`config.mk`:
```
export PLATFORM = sky130hd
export DESIGN_NAME = incr_relocator
export DESIGN_NICKNAME = d
export VERILOG_FILES = /design/src/rtl/relo_pkg.sv /design/src/rtl/relo_walker.sv /design/src/rtl/relo_gap_timer.sv /design/src/rtl/incr_relocator.sv
export SDC_FILE = /design/constraint.sdc
export NUM_CORES = 1
export LEC_CHECK = 0
export ABC_AREA = 1
export BUFFER_PORTS_ARGS = -buffer_cell sky130_fd_sc_hd__buf_2
export CAP_MARGIN = 10
export CORE_MARGIN = 8
export CORE_UTILIZATION = 48
export CTS_BUF_LIST = sky130_fd_sc_hd__clkbuf_16
export DETAILED_ROUTE_END_ITERATION = 12
export GPL_TIMING_DRIVEN = 0
export PLACE_DENSITY = 0.85
export SETUP_SLACK_MARGIN = 0.3
export SYNTH_ARGS = -nofsm -noshare
export SYNTH_HDL_FRONTEND = slang
export SYNTH_HIERARCHICAL = 1
export SYNTH_SLANG_ARGS = --single-unit
```
`constraint.sdc`:
```
create_clock -name clk -period 4.9 [get_ports clk]
set_clock_uncertainty 0.15 [all_clocks]
set_input_delay 0 -clock clk [delete_from_list [all_inputs] [get_ports clk]]
set_output_delay 0 -clock clk [all_outputs]
set_load 0.01 [all_outputs]
```
`src/rtl/relo_pkg.sv`:
```
package relo_pkg;

  typedef enum logic [2:0] {
    RS_IDLE,
    RS_REQ,
    RS_RD,
    RS_WR,
    RS_GAP,
    RS_MAP
  } relo_state_e;

  // Number of sub-blocks that make up one increment.
  function automatic int unsigned subs_per_inc(int unsigned inc_lg, int unsigned sub_lg);
    return 32'd1 << (inc_lg - sub_lg);
  endfunction

endpackage

```
`src/rtl/relo_walker.sv`:
```
module relo_walker #(
  parameter int INC_LG = 6,
  parameter int SUB_LG = 3
) (
  input  logic              clk,
  input  logic              rst_n,
  input  logic              clear,
  input  logic              step,
  output logic [INC_LG-1:0] off,
  output logic              sub_end,
  output logic              inc_end
);
  localparam int SI_W = INC_LG - SUB_LG;
  localparam int SUBS = int'(relo_pkg::subs_per_inc(INC_LG, SUB_LG));

  logic [SUB_LG-1:0] word_idx;
  logic [SI_W-1:0]   sub_idx;

  always_ff @(posedge clk) begin
    if (!rst_n || clear) begin
      word_idx <= '0;
      sub_idx  <= '0;
    end else if (step) begin
      word_idx <= word_idx + 1'b1;
      if (sub_end) sub_idx <= sub_idx + 1'b1;
    end
  end

  assign off     = {sub_idx, word_idx};
  assign sub_end = (word_idx == '1);
  assign inc_end = sub_end && (sub_idx == SI_W'(SUBS - 1));
endmodule

```
`src/rtl/relo_gap_timer.sv`:
```
module relo_gap_timer #(
  parameter int GAP_W = 8
) (
  input  logic             clk,
  input  logic             rst_n,
  input  logic             load,
  input  logic [GAP_W-1:0] load_val,
  output logic             expired
);
  logic [GAP_W-1:0] cnt;

  always_ff @(posedge clk) begin
    if (!rst_n)            cnt <= '0;
    else if (load)         cnt <= load_val;
    else if (cnt != '0)    cnt <= cnt - 1'b1;
  end

  assign expired = (cnt == '0);
endmodule

```
`src/rtl/incr_relocator.sv`:
```
module incr_relocator
  import relo_pkg::*;
#(
  parameter  int DATA_W   = 32,
  parameter  int NUM_PHYS = 8,
  parameter  int NUM_ABS  = 8,
  parameter  int INC_LG   = 6,
  parameter  int SUB_LG   = 3,
  parameter  int GAP_W    = 8,
  localparam int PI_W     = $clog2(NUM_PHYS),
  localparam int AI_W     = $clog2(NUM_ABS),
  localparam int PA_W     = PI_W + INC_LG
) (
  input  logic                clk,
  input  logic                rst_n,
  input  logic                cmd_valid,
  input  logic [PI_W-1:0]     cmd_src,
  input  logic [PI_W-1:0]     cmd_dst,
  input  logic [AI_W-1:0]     cmd_abs,
  input  logic [GAP_W-1:0]    cmd_gap,
  input  logic [NUM_PHYS-1:0] phys_busy,
  output logic                cmd_ready,
  output logic                cmd_err,
  output logic                pause_req,
  input  logic                pause_gnt,
  output logic                mem_rd,
  output logic                mem_wr,
  output logic [PA_W-1:0]     mem_addr,
  output logic [DATA_W-1:0]   mem_wdata,
  input  logic [DATA_W-1:0]   mem_rdata,
  output logic                map_we,
  output logic [AI_W-1:0]     map_idx,
  output logic [PI_W-1:0]     map_phys
);

  function automatic logic [PA_W-1:0] word_addr(logic [PI_W-1:0] inc, logic [INC_LG-1:0] off);
    return {inc, off};
  endfunction

  relo_state_e      st, st_nx;
  logic [PI_W-1:0]  src_q, dst_q;
  logic [AI_W-1:0]  abs_q;
  logic [GAP_W-1:0] gap_q;
  logic             err_q;

  logic [INC_LG-1:0] w_off;
  logic              w_sub_end, w_inc_end;
  logic              gap_expired;

  // Named internal events, observed by the bound checker.
  logic idle, cmd_bad, ev_accept, ev_reject;
  logic ev_word_copy, ev_sub_end, ev_copy_end;

  assign idle         = (st == RS_IDLE);
  assign cmd_bad      = phys_busy[cmd_dst] || (cmd_dst == cmd_src);
  assign ev_accept    = idle && cmd_valid && !cmd_bad;
  assign ev_reject    = idle && cmd_valid && cmd_bad;
  assign ev_word_copy = (st == RS_WR);
  assign ev_sub_end   = ev_word_copy && w_sub_end && !w_inc_end;
  assign ev_copy_end  = ev_word_copy && w_inc_end;

  relo_walker #(.INC_LG(INC_LG), .SUB_LG(SUB_LG)) u_walk (
    .clk     (clk),
    .rst_n   (rst_n),
    .clear   (ev_accept),
    .step    (ev_word_copy),
    .off     (w_off),
    .sub_end (w_sub_end),
    .inc_end (w_inc_end)
  );

  relo_gap_timer #(.GAP_W(GAP_W)) u_gap (
    .clk      (clk),
    .rst_n    (rst_n),
    .load     (ev_sub_end),
    .load_val (gap_q),
    .expired  (gap_expired)
  );

  always_ff @(posedge clk) begin
    if (!rst_n) begin
      st    <= RS_IDLE;
      src_q <= '0;
      dst_q <= '0;
      abs_q <= '0;
      gap_q <= '0;
      err_q <= 1'b0;
    end else begin
      st    <= st_nx;
      err_q <= ev_reject;
      if (ev_accept) begin
        src_q <= cmd_src;
        dst_q <= cmd_dst;
        abs_q <= cmd_abs;
        gap_q <= cmd_gap;
      end
    end
  end

  always_comb begin
    st_nx = st;
    unique case (st)
      RS_IDLE: if (ev_accept) st_nx = RS_REQ;
      RS_REQ:  if (pause_gnt) st_nx = RS_RD;
      RS_RD:   st_nx = RS_WR;
      RS_WR: begin
        if (w_inc_end)      st_nx = RS_MAP;
        else if (w_sub_end) st_nx = RS_GAP;
        else                st_nx = RS_RD;
      end
      RS_GAP:  if (gap_expired) st_nx = RS_REQ;
      RS_MAP:  st_nx = RS_IDLE;
      default: st_nx = RS_IDLE;
    endcase
  end

  assign cmd_ready = idle;
  assign cmd_err   = err_q;
  assign pause_req = (st == RS_REQ) || (st == RS_RD) || (st == RS_WR);
  assign mem_rd    = (st == RS_RD);
  assign mem_wr    = ev_word_copy;
  assign mem_addr  = mem_wr ? word_addr(dst_q, w_off) : word_addr(src_q, w_off);
  assign mem_wdata = mem_rdata;
  assign map_we    = (st == RS_MAP);
  assign map_idx   = abs_q;
  assign map_phys  = dst_q;

endmodule

```
==> reports/summary.txt <==
register clock-pin slew on the reported worst setup and hold paths - 50 ps
pwr dens - 410.9 nW/µm²
Reg power frac - 0.323
DRT antenna net count - 0
clock root buffer - clkbuf_16
Clock Latency Late Sink - 280 ps
Initial Util - 0.4903
Critical Path, Cell by Cell - clkbuf_1, nor2_1, inv_1, nor2_1, nand2_1, nor2_1, buf_2, inv_2, nand2_4, inv_2, nor2_1, nor2_1
Slew @ Worst Pin - 558.9 ps
grt ovf - 0
Net Switching - 450.4 µW
FILL cells - 347
RSZ-0062 raised after global routing - false
CTS buffer count - 5
CP bufs+invs - 5
reg-to-reg endpoint - u_gap/cnt[1]$_SDFFE_PN0P_
Seq cells post-synth - 35
CP top delay family - simple AND/OR/NAND/NOR gates
CTS tree - done
Core ar. - 4264 µm²
Int Power - 743.8 µW
Wirelength per Cell - 12.43 µm
final worst-path cycle share - 0.4684
Max VDD drop - 210.7 µV
Critical Path Fanout Max - 9
worst hold path class - input pin to output pin
mapped cell area - 2091 µm²
CP max-delay cell - nor2_1
first-pass GRT wire length - 9.349 mm
Fin. Hold Viols - 0
Gate Count Post-Synth - 300
Crit Path Class - flip-flop to flip-flop
GPL Wtd Cong - 0.8152
Ant. Diodes - 0
Syn Area/Cell - 6.969 µm²
Die Area - 6724 µm²
Final Setup Violations - 0
R2R setup slack - 2600 ps
die height - 82 µm
Worst R2R Start - st[2]$_SDFFE_PN0P_
vias in the first global route - 2151
Syn-to-layout area delta - 39.02%
register area share after synthesis - 0.3351
fin nets - 474
Rows - 24
Logic pwr share - 0.422
Max-Slew Margin vs Limit - 0.6260
sw frac - 0.3772
crit path capture - u_gap/cnt[1]$_SDFFE_PN0P_
reg2reg path depth - 12
Clock Tree Buf Depth - 2
Critical Path Sink Type - flip-flop
max_cap viols - 0
yosys warns - 6
PnR Total Power - 1.194 mW
CP arrival - 2320 ps
f_max - 0.4357 GHz
Setup TNS - 0 ps
syn_nets - 366
initial antenna violation count - 0
CP Launch Type - flip-flop
Port Buf Inserts - 81
CP Data Required Time - 4920 ps
Chip Width - 82 µm
most frequent CP cell - nor2_1
TritonRoute pass-1 iters - 4
final core occ - 0.6816
via density per instance - 4.731
share of cells above drive strength 1 - 0.3545
cell count along the critical path - 12
initial drt markers - 139
drt total wl - 5.732 mm
Ports - 114
leakage power - 1.532 nW
crit path from - st[2]$_SDFFE_PN0P_
GRT Resource Usage Total - 0.1748
postcts setup bufs - 0
HPWL Detailed - 4.306 mm
via count - 2181
status - complete, no violations
CP peak stage delay - 440 ps
Final min period - 2295 ps
H-tree Lvls - 2
Sink Count - 35
Max Slew Vio Count - 0
DRC - 0
Netlist cell types - 32
Clk pwr share - 0.255
largest net degree at the start of global routing - 13
## Yosys cell counts, drive strengths merged
cell    count  share of area
nand2      58           0.11
dfxtp      35           0.34
nand3      14          0.036
o22ai       1         0.0030
inv        31          0.056
xnor2       5          0.021
nand4       2         0.0090
ha          5          0.030
o21ai      25          0.063
o211ai      1         0.0036
a21oi      12          0.032
xor2        1         0.0042
nor2       63           0.13
buf        37           0.14
nor3        6          0.014
nor3b       1         0.0060
clkbuf      3         0.0060
## how the worst min path moves through the flow
| stage | from | end | slack (ps) | cells past startpoint |
|---|---|---|---|---|
| global placement | mem_rdata[0] | mem_wdata[0] | 40 | 2 |
| floorplan | mem_rdata[0] | mem_wdata[0] | -60 | 1 |
| detailed placement | mem_rdata[5] | mem_wdata[5] | 40 | 2 |
| global route | mem_rdata[8] | mem_wdata[8] | 40 | 2 |
| CTS | mem_rdata[28] | mem_wdata[28] | 40 | 2 |
| finish | mem_rdata[3] | mem_wdata[3] | 40 | 2 |
## state kept, by name (all words and copies together) (netlist names)
register         cells
u_gap/cnt            8
gap_q                8
cmd_err              1
u_walk/sub_idx       3
map_phys             3
src_q                3
map_idx              3
st                   3
u_walk/word_idx      3
## cells in the final DEF (no fill, tap or decap), types with 2 or more instances in the layout
cell,synthesis,routed
o21ai_0,17,17
nand3_1,13,13
nand2_1,53,53
buf_6,3,3
o21ai_2,2,2
dlygate4sd3_1,0,20
dfxtp_1,35,35
clkbuf_16,0,5
nor2_2,2,2
inv_1,28,28
nor2_4,2,2
nor3_1,6,6
nor2_1,58,58
nand2_4,2,2
a21oi_1,10,10
clkbuf_1,2,2
nand2_2,3,3
buf_4,32,32
ha_1,5,5
xnor2_1,5,5
buf_2,1,82
a21oi_2,2,2
inv_2,3,3
o21ai_1,6,6
## metrics by stage
| step | cells | setup slack [ps] | cell area (µm²) | hold slack (ps) |
|---|---|---|---|---|
| 6_report | 461 | 2605 | 2907 | 35.23 |
| 5_1_grt | 461 | 2321 | 2907 | 39.60 |
| 4_1_cts | 461 | 2611 | 2907 | 37.96 |
| 3_5_place_dp | 433 | 2712 | 2561 | 37.93 |
| 3_3_place_gp | 433 | 2765 | 2561 | 37.52 |
| 2_1_floorplan | 300 | 2967 | 2091 | -58.23 |
## routing by layer
layer / GRT usage / wire length [µm]
met1: 0.1804 / 2178
met2: 0.3268 / 3022
met3: 0.05252 / 469
met4: 0.05789 / 61
met5: 0 / 0
## power by group through the flow
stage	sequential, mW	combinational (mW)	clock (mW)
final	0.386	0.503	0.305
after global placement	0.389	0.476	0
after global routing	0.392	0.569	0.323
after floorplan	0.389	0.370	0
after CTS	0.385	0.504	0.312
after detailed placement	0.391	0.489	0
## timing repair
| item | 4_1_cts | 5_1_grt |
|---|---|---|
| endpoints found under the hold margin | 28 | 0 |
| resized for setup | 0 | 0 |
| hold buffers | 20 | 0 |
## cells by family after synthesis
kind of cell,Yosys count,synth area share
DFF,35,0.3351
and+or+nand+nor,144,0.3106
AOI/OAI and AO/OA,39,0.1023
xor gates and xnor gates,6,0.02513
adders and majority gates,5,0.02992
buffers and inverters,71,0.1969
## final cells by class
class                           count  area [µm²]  area share
Clock buffer                        5       125.1     0.04305
Buffer                             40       295.3      0.1016
Multi-Input combinational cell    194       978.4      0.3366
Tap cell                           52       65.06     0.02238
Clock inverter                      3       20.02    0.006888
Sequential cell                    35       700.7      0.2411
Timing Repair Buffer              101       605.6      0.2084
Inverter                           31       116.4     0.04003
(Power assumes the default switching activity.)
